### src/rtl/abd_pkg.sv
`timescale 1ns/1ps
package abd_pkg;
  typedef struct packed {
    logic clrCnt;
    logic runCnt;
    logic loadDiv;
  } abd_strobe_t;

  localparam logic [1:0] ADDR_CTRL  = 2'd0;
  localparam logic [1:0] ADDR_DIVLO = 2'd1;

  localparam int BIT_ARM  = 0;
  localparam int BIT_WIDE = 1;
  localparam int BIT_FAST = 2;
  localparam int BIT_SYNC = 3;
  localparam int BIT_OVF  = 4;
  localparam int BIT_BUSY = 5;
endpackage

### src/rtl/abd_ctrl.sv
`timescale 1ns/1ps
module abd_ctrl
  import abd_pkg::*;
#(
  parameter int SYNC_STAGES = 2,
  parameter int SYNC_EDGES  = 5
) (
  input  logic                clk,
  input  logic                rstN,
  input  logic                rxIn,
  input  logic                ctrlWr,
  input  logic [BIT_SYNC:0]   ctrlData,
  output abd_strobe_t         strobe,
  output logic                armQ,
  output logic                measuring,
  output logic                wide16,
  output logic                fastOs,
  output logic                syncMode,
  output logic                measDone
);
  localparam int EDGE_W = $clog2(SYNC_EDGES + 1);

  logic [SYNC_STAGES-1:0] syncQ;
  logic                   rxPrev;
  logic [EDGE_W-1:0]      edgeCnt;
  logic                   fallEdge, wrArm, startEv, doneEv;

  // line synchronizer and falling-edge detector
  always_ff @(posedge clk) begin
    if (!rstN) begin
      syncQ  <= '1;
      rxPrev <= 1'b1;
    end else begin
      syncQ  <= {syncQ[SYNC_STAGES-2:0], rxIn};
      rxPrev <= syncQ[SYNC_STAGES-1];
    end
  end

  assign fallEdge = rxPrev & ~syncQ[SYNC_STAGES-1];
  assign wrArm    = ctrlData[BIT_ARM] & ~ctrlData[BIT_SYNC];
  assign startEv  = armQ & ~measuring & fallEdge & ~syncMode;
  assign doneEv   = measuring & fallEdge & (edgeCnt == EDGE_W'(SYNC_EDGES - 1));

  assign strobe.clrCnt  = startEv;
  assign strobe.runCnt  = measuring;
  assign strobe.loadDiv = doneEv;

  always_ff @(posedge clk) begin
    if (!rstN) begin
      armQ      <= 1'b0;
      measuring <= 1'b0;
      wide16    <= 1'b0;
      fastOs    <= 1'b0;
      syncMode  <= 1'b0;
      measDone  <= 1'b0;
      edgeCnt   <= '0;
    end else begin
      measDone <= doneEv;
      if (ctrlWr) begin
        wide16   <= ctrlData[BIT_WIDE];
        fastOs   <= ctrlData[BIT_FAST];
        syncMode <= ctrlData[BIT_SYNC];
        armQ     <= wrArm;
      end
      if (doneEv) armQ <= 1'b0;

      if (ctrlWr && !wrArm)  measuring <= 1'b0;
      else if (startEv)      measuring <= 1'b1;
      else if (doneEv)       measuring <= 1'b0;

      if (startEv)                    edgeCnt <= EDGE_W'(1);
      else if (measuring && fallEdge) edgeCnt <= edgeCnt + 1'b1;
    end
  end

  // completion drops the arm bit and raises the done pulse
  p_arm_clr_r3: assert property (@(posedge clk) disable iff (!rstN)
    doneEv |=> (!armQ && measDone));

  // synchronous mode keeps the detector idle
  p_sync_idle_r6: assert property (@(posedge clk) disable iff (!rstN)
    syncMode |-> (!armQ && !measuring));

  // a running measurement is always covered by suppression
  p_suppress_r7: assert property (@(posedge clk) disable iff (!rstN)
    measuring |-> armQ);
endmodule

### src/rtl/abd_dp.sv
`timescale 1ns/1ps
module abd_dp
  import abd_pkg::*;
#(
  parameter int DIV_BYTES = 2,
  parameter int FAST_PRE  = 128,
  parameter int SLOW_PRE  = 512
) (
  input  logic                   clk,
  input  logic                   rstN,
  input  abd_strobe_t            strobe,
  input  logic                   wide16,
  input  logic                   fastOs,
  input  logic                   wrEn,
  input  logic [1:0]             wrAddr,
  input  logic [7:0]             wrData,
  output logic                   ovfFlag,
  output logic [8*DIV_BYTES-1:0] divRaw,
  output logic [8*DIV_BYTES-1:0] divisor
);
  localparam int CNT_W = 8 * DIV_BYTES;
  localparam int PRE_W = $clog2(SLOW_PRE);

  logic [PRE_W-1:0] preCnt, preLim;
  logic [CNT_W-1:0] cnt, cntMask;
  logic             tick, roll, ovfClr;

  assign preLim  = fastOs ? PRE_W'(FAST_PRE - 1) : PRE_W'(SLOW_PRE - 1);
  assign cntMask = wide16 ? {CNT_W{1'b1}} : CNT_W'(8'hFF);
  assign tick    = strobe.runCnt && (preCnt == preLim);
  assign roll    = tick && ((cnt & cntMask) == cntMask);
  assign ovfClr  = wrEn && (wrAddr == ADDR_CTRL) && !wrData[BIT_OVF];

  always_ff @(posedge clk) begin
    if (!rstN) begin
      preCnt <= '0;
      cnt    <= '0;
    end else if (strobe.clrCnt) begin
      preCnt <= '0;
      cnt    <= '0;
    end else if (strobe.runCnt) begin
      if (tick) begin
        preCnt <= '0;
        cnt    <= (cnt + 1'b1) & cntMask;
      end else begin
        preCnt <= preCnt + 1'b1;
      end
    end
  end

  always_ff @(posedge clk) begin
    if (!rstN)       ovfFlag <= 1'b0;
    else if (roll)   ovfFlag <= 1'b1;
    else if (ovfClr) ovfFlag <= 1'b0;
  end

  // a set flag survives every cycle without a clearing write
  p_ovf_sticky_r4: assert property (@(posedge clk) disable iff (!rstN)
    (ovfFlag && !ovfClr) |=> ovfFlag);

  // rollover beats a same-cycle clear
  p_ovf_setwins_r4: assert property (@(posedge clk) disable iff (!rstN)
    roll |=> ovfFlag);

  for (genvar b = 0; b < DIV_BYTES; b++) begin : g_lane
    logic [7:0] laneQ;
    logic       laneLoad, laneSw;
    assign laneLoad = strobe.loadDiv && ((b == 0) || wide16);
    assign laneSw   = wrEn && (wrAddr == ADDR_DIVLO + 2'(b));

    always_ff @(posedge clk) begin
      if (!rstN)         laneQ <= '0;
      else if (laneLoad) laneQ <= cnt[8*b +: 8];
      else if (laneSw)   laneQ <= wrData;
    end

    assign divRaw[8*b +: 8]  = laneQ;
    assign divisor[8*b +: 8] = ((b == 0) || wide16) ? laneQ : 8'h00;

    if (b > 0) begin : g_hold
      // narrow-mode loads leave the upper bytes alone
      p_hi_hold_r5: assert property (@(posedge clk) disable iff (!rstN)
        (strobe.loadDiv && !wide16 && !laneSw) |=> $stable(laneQ));
    end
  end
endmodule

### src/rtl/uart_autobaud.sv
`timescale 1ns/1ps
module uart_autobaud
  import abd_pkg::*;
#(
  parameter int DIV_BYTES   = 2,
  parameter int FAST_PRE    = 128,
  parameter int SLOW_PRE    = 512,
  parameter int SYNC_STAGES = 2,
  parameter int SYNC_EDGES  = 5
) (
  input  logic                   clk,
  input  logic                   rstN,
  input  logic                   rxIn,
  input  logic                   wrEn,
  input  logic [1:0]             wrAddr,
  input  logic [7:0]             wrData,
  input  logic [1:0]             rdAddr,
  output logic [7:0]             rdData,
  output logic [8*DIV_BYTES-1:0] divisor,
  output logic                   measDone,
  output logic                   rxSuppress
);
  localparam int CNT_W = 8 * DIV_BYTES;

  abd_strobe_t      strobe;
  logic             armQ, measuring, wide16, fastOs, syncMode, ovfFlag;
  logic [CNT_W-1:0] divRaw;
  logic             ctrlWr;

  assign ctrlWr = wrEn && (wrAddr == ADDR_CTRL);

  abd_ctrl #(.SYNC_STAGES(SYNC_STAGES), .SYNC_EDGES(SYNC_EDGES)) ctrl_i (
    .clk(clk), .rstN(rstN), .rxIn(rxIn), .ctrlWr(ctrlWr),
    .ctrlData(wrData[BIT_SYNC:0]), .strobe(strobe), .armQ(armQ),
    .measuring(measuring), .wide16(wide16), .fastOs(fastOs),
    .syncMode(syncMode), .measDone(measDone)
  );

  abd_dp #(.DIV_BYTES(DIV_BYTES), .FAST_PRE(FAST_PRE), .SLOW_PRE(SLOW_PRE)) dp_i (
    .clk(clk), .rstN(rstN), .strobe(strobe), .wide16(wide16), .fastOs(fastOs),
    .wrEn(wrEn), .wrAddr(wrAddr), .wrData(wrData), .ovfFlag(ovfFlag),
    .divRaw(divRaw), .divisor(divisor)
  );

  assign rxSuppress = armQ;

  always_comb begin
    rdData = 8'h00;
    if (rdAddr == ADDR_CTRL)
      rdData = {2'b00, measuring, ovfFlag, syncMode, fastOs, wide16, armQ};
    for (int b = 0; b < DIV_BYTES; b++)
      if (rdAddr == 2'(b + 1)) rdData = divRaw[8*b +: 8];
  end
endmodule

### config.mk
export PLATFORM = sky130hd
export DESIGN_NAME = uart_autobaud
export DESIGN_NICKNAME = d
export VERILOG_FILES = /design/src/rtl/abd_pkg.sv /design/src/rtl/abd_ctrl.sv /design/src/rtl/abd_dp.sv /design/src/rtl/uart_autobaud.sv
export SDC_FILE = /design/constraint.sdc
export NUM_CORES = 1
export LEC_CHECK = 0
export BUFFER_PORTS_ARGS = -buffer_cell sky130_fd_sc_hd__buf_2
export CELL_PAD_IN_SITES_DETAIL_PLACEMENT = 0
export CELL_PAD_IN_SITES_GLOBAL_PLACEMENT = 1
export CORE_MARGIN = 1
export CORE_UTILIZATION = 43
export CTS_BUF_LIST = sky130_fd_sc_hd__clkbuf_8
export DETAILED_ROUTE_END_ITERATION = 8
export PLACE_DENSITY = 0.89
export SLEW_MARGIN = 20
export SYNTH_ARGS = -nofsm -noshare
export SYNTH_HDL_FRONTEND = slang
export SYNTH_SLANG_ARGS = --single-unit
export TNS_END_PERCENT = 30
### constraint.sdc
create_clock -name clk -period 2.8 [get_ports clk]
set_input_delay 0.42 -clock clk [delete_from_list [all_inputs] [get_ports clk]]
set_output_delay 0.42 -clock clk [all_outputs]
set_load 0.02 [all_outputs]
======== Word-level counts from Yosys, hierarchy flattened ========
Cells that the tools add are included.
storage, ports and cells
  flip-flop bits (word level) ............. 54
  bits of input ports ..................... 16
  output and inout port bits .............. 26
operators by class
  add/sub/neg operators ................... 3
  eq/ne operators ......................... 7
  mux-type cells .......................... 17
  bitwise logic cells ..................... 14
  reductions and logical operators ........ 22
operators by type and width
  cell                     number
  $mux W8                  7
  $and A16 B16 Y16         2
  $mux W9                  2
  $add A16 B1 Y16 const B  1
  $eq A16 B16 Y1           1
  $mux W16                 1
  $reduce_bool A2 Y1       5
  $add A9 B1 Y9 const B    1
  $eq A9 B9 Y1             1
  $logic_and A1 B1 Y1      9
  $and A1 B1 Y1            7
  $mux W1                  6
  $mux W6                  1
  $reduce_or A2 Y1         3
  $not A1 Y1               5
  $eq A2 B1 Y1 const B     2
  $eq A2 B2 Y1 const B     2
  $logic_not A2 Y1         2
  $add A3 B1 Y3 const B    1
  $eq A3 B3 Y1 const B     1
  $logic_not A1 Y1         2
  $reduce_and A2 Y1        1

======== Depth between registers and ports, before layout ========
  depth after elaboration ................. 6
  mapped depth ............................ 7
  depth with buffers taken out ............ 5

======== Hierarchy ========
A second synthesis with hierarchy kept.
second synthesis, totals
  cell total of the unflattened synthesis .. 321
  area total of the unflattened synthesis .. 2,871.5 um^2
by module, submodules not included
  module         times used  cells each  area each (um^2)  seq. area each (um^2)
  abd_dp         1           249         2,175.8           840.8
  abd_ctrl       1           53          528.0             240.2
  uart_autobaud  1           19          167.7             0.0

======== Least setup slack after synthesis ========
OpenSTA, ideal clock, no wires.
  path kind ............................... register -> register
  start ................................... register dp_i.preCnt[8]
  end ..................................... register dp_i.cnt[12]
  data arrival time ....................... 1.905 ns
  required time ........................... 2.729 ns
  slack ................................... 0.824 ns
  stages on the path, launching flop included .. 6
  buffers on the path ..................... 1
  period minus slack after synthesis ...... 1.976 ns
  path through ............................ dfxtp_1 -> or3b_1 -> a2111o_1 -> buf_6 -> or4_1 -> a21oi_1
between the ends
  longest elaborated chain between the ends .. 3
RTL lines
  item                         RTL line      text
  from (decl)                  abd_dp.sv:24  logic [PRE_W-1:0] preCnt, preLim;
  from (signal assigned)       abd_dp.sv:46  preCnt <= preCnt + 1'b1;
  $eq A9 B9 Y1                 abd_dp.sv:30  assign tick = strobe.runCnt && (preCnt == preLim);
  $logic_and A1 B1 Y1          abd_dp.sv:30
  $reduce_and A2 Y1 (no line)  -
  to (signal assigned)         abd_dp.sv:44  cnt <= (cnt + 1'b1) & cntMask;
  to (decl)                    abd_dp.sv:25  logic [CNT_W-1:0] cnt, cntMask;
Every way passes these cells.
A chain may end at the register's enable or synchronous reset.

======== Worst setup path in the final report ========
  start ................................... register ctrl_i.fastOs
  end ..................................... register dp_i.cnt[10]
between the ends
  longest elaborated chain between the ends .. 4
RTL lines
  item                         RTL line        text
  from (decl)                  abd_ctrl.sv:17  output logic fastOs,
  from (signal assigned)       abd_ctrl.sv:61  fastOs <= ctrlData[BIT_FAST];
  $mux W9                      abd_dp.sv:28    assign preLim = fastOs ? PRE_W'(FAST_PRE - 1) : PRE_W'(SLOW_PRE - 1);
  $eq A9 B9 Y1                 abd_dp.sv:30
  $logic_and A1 B1 Y1          abd_dp.sv:30
  $reduce_and A2 Y1 (no line)  -
Every way passes these cells.

==> out/qor.yml <==
pre_cts_slack_ns: 0.557
grt_pass1_vias: 1953
hold_violations: 0
grt_pass1_wl_um: 9540
antenna_found_initial: 0
netlist_instances: 314
drive_gt1_share_pct: 15.8
crit_type: "flip-flop to flip-flop"
skew_ns: 0.00880
max_freq_mhz: 440
cp_max_fo: 21
finalNonFillerCells: 416
ys_seq_area_share_pct: 40.2
worstMarginPinSlew_ns: 0.687
synth_ff_type: "dfxtp_1"
ys_types: 41
drt-pass1-iter-count: 4
postRouteAntennaNets: 0
fp.dieW_um: 81.1
worstHoldStart: "rxIn"
die_h_um: 81.1
wl_per_cell_um: 14.8
die_area_um2: 6570
min_path_cells: 2
finalWirelength_um: 6160
r2r_slack_ns: 0.53
cts_setup_buffers: 0
worst_setup_path_start_kind: "flip-flop"
fin_tns_setup_ns: 0
syn-num-nets: 334
worstHoldEndpoint: "ctrl_i.syncQ[0]$_SDFF_PN1_"
antenna_cells: 0
placed_cell_area_um2: 2890
synth_area_per_cell_um2: 8.56
port_buffers: 41
nFillCells: 567
powerDensity_nw_per_um2: 472
maxCapViolations: 0
cts_tree: "built"
post-route-period-util_pct: 81.2
placedCellCount: 409
syn_area_um2: 2690
clk_latency_ns: 0.31
holdBufCountCts: 0
hp-class: "primary input to flip-flop"
slew_headroom_pct: 54.1
postCtsResizedCells: 0
synth-warning-count: 0
boundaryPins: 42
finalSetupViolCount: 0
ys_ff_latch: 54
cts_made_buffers: 5
cts.clk_slew.worst_paths_ns: 0.09
area_growth_pct: 11.7
overflow: 0
fin_nets: 361
reg2reg_depth: 4
r2r-end: "dp_i.cnt[10]$_SDFFE_PP0P_"
grt_max_degree: 22
status: "completed"
stdcell_area_um2: 3000
r2r_start: "ctrl_i.fastOs$_SDFFE_PN0P_"
max-clock-path-buffers: 2
rsz0062_at_grt: "no"
drcViolationCount: 0
period_needed_ns: 2.27
hold_ws_ns: 0.286
dr_total_vias: 2332
worstPathRequired_ns: 3.03
drv_slew: 0
cts_sinks: 54
p_leak_uw: 0.00125
cts_root_buffer: "clkbuf_8"
synth_edf_count: 0
setup_ws_ns: 0.525
vias_per_cell: 5.61
initial_core_util_pct: 44.9
hpwl_um: 4470
vdd_drop_max_mv: 0.196
htree_levels: 2
core_area_um2: 5990
cp.arrival_ns: 2.51
place_congestion: 0.796
synthArstFlopShare_pct: 0
grt.total_usage_pct: 19.1
rows: 28
crit_path_end_kind: "flip-flop"
initialDrtViolationCount: 163
[synth_stat cells (5+ instances only)]
| library cell | instances | area share, % |
|---|---|---|
| o31ai_1 | 10 | 2.8 |
| nand3_1 | 7 | 1.3 |
| buf_4 | 8 | 2.2 |
| a211oi_1 | 15 | 4.2 |
| xor2_1 | 6 | 2.0 |
| nand4_1 | 7 | 1.6 |
| a21oi_1 | 21 | 3.9 |
| or4_1 | 9 | 2.5 |
| mux2i_1 | 24 | 8.9 |
| dfxtp_1 | 54 | 40 |
| inv_1 | 11 | 1.5 |
| nand2_1 | 23 | 3.2 |
| clkbuf_1 | 15 | 2.1 |
| o21ai_0 | 15 | 2.8 |
| nand2b_1 | 5 | 1.2 |
| nor2_1 | 31 | 4.3 |
| and2_1 | 9 | 2.1 |
| or3_1 | 8 | 1.9 |
[power by group]
part	internal, uW	switching [uW]	total [uW]
combinational	38.5	58.1	96.7
sequential	779	9.88	789
clock	286	245	531
[worst max-delay path by stage]
stage                           startpoint  cells after the start                   endpoint  slack (ns)
2_1_floorplan  dp_i.preCnt[8]$_SDFFE_PP0P_                      5  dp_i.cnt[12]$_SDFFE_PP0P_        0.82
3_3_place_gp    ctrl_i.fastOs$_SDFFE_PN0P_                      4  dp_i.cnt[12]$_SDFFE_PP0P_        0.60
3_5_place_dp    ctrl_i.fastOs$_SDFFE_PN0P_                      4  dp_i.cnt[14]$_SDFFE_PP0P_        0.56
4_1_cts         ctrl_i.fastOs$_SDFFE_PN0P_                      4  dp_i.cnt[12]$_SDFFE_PP0P_        0.53
5_1_grt        dp_i.preCnt[2]$_SDFFE_PP0P_                      4  dp_i.cnt[14]$_SDFFE_PP0P_        0.36
6_report        ctrl_i.fastOs$_SDFFE_PN0P_                      4  dp_i.cnt[10]$_SDFFE_PP0P_        0.53
[routing by layer]
layer,global-route usage (%),vias to the layer above,routed length [um]
li1,-,1172,-
met1,26.0,1099,3010
met2,30.9,56,2780
met3,3.03,5,308
met4,5.36,0,61
met5,0,-,0
[sequential cells by signal, indices dropped and copies added (netlist names), 2 cells and up]
| register | count |
|---|---|
| ctrl_i.edgeCnt | 3 |
| dp_i.g_lane.laneQ | 16 |
| ctrl_i.syncQ | 2 |
| dp_i.cnt | 16 |
| dp_i.preCnt | 9 |
[cell type report]
cell class	instances	area (um2)	area share (%)
Inverter	11	41.3	1.38
Sequential cell	54	1080	36.0
Multi-Input combinational cell	223	1430	47.7
Tap cell	75	93.8	3.13
Clock inverter	1	30.0	1.00
Timing Repair Buffer	46	243	8.08
Clock buffer	6	82.6	2.75
[critical path, cell delays in order (launching register included)]
cell and delay, ns:
dfxtp_1 0.39, or3b_1 0.40, a2111o_1 0.69, or4_1 0.59, a21oi_1 0.14
[placed cells by master (no fill, tap or decap), drive strengths merged, types with 2 or more instances in the layout]
cell type  instances
nand3b             4
inv               11
a2111o             2
xnor2              2
and2               9
nor2              31
nand2             23
or4                9
a22o               2
nor2b              2
a211oi            15
o31ai             10
dfxtp             54
nand2b             5
o211ai             2
mux2i             24
o21ai             16
buf               46
a21oi             21
nand4              7
nand3              7
clkbuf             6
or3                8
ha                 4
xor2               6
o211a              2
[kinds of logic (layout without fill, tap and decap cells)]
group	Yosys count	count (layout)	synth area share [%]
xor+xnor	8	8	2.61
simple gates	113	113	21.8
flops	54	54	40.2
mux	24	24	8.93
buf+inv	37	64	6.56
compound gates	74	74	18.0
fa+ha+maj	4	4	1.86
[per-stage QoR]
step / utilization, % / power [uW]
6_report: 50.1 / 1420
3_3_place_gp: 48.2 / 902
5_1_grt: 50.1 / 1470
3_5_place_dp: 48.2 / 903
4_1_cts: 50.1 / 1430
2_1_floorplan: - / 870
No activity file was read; power rests on OpenSTA's default activity.
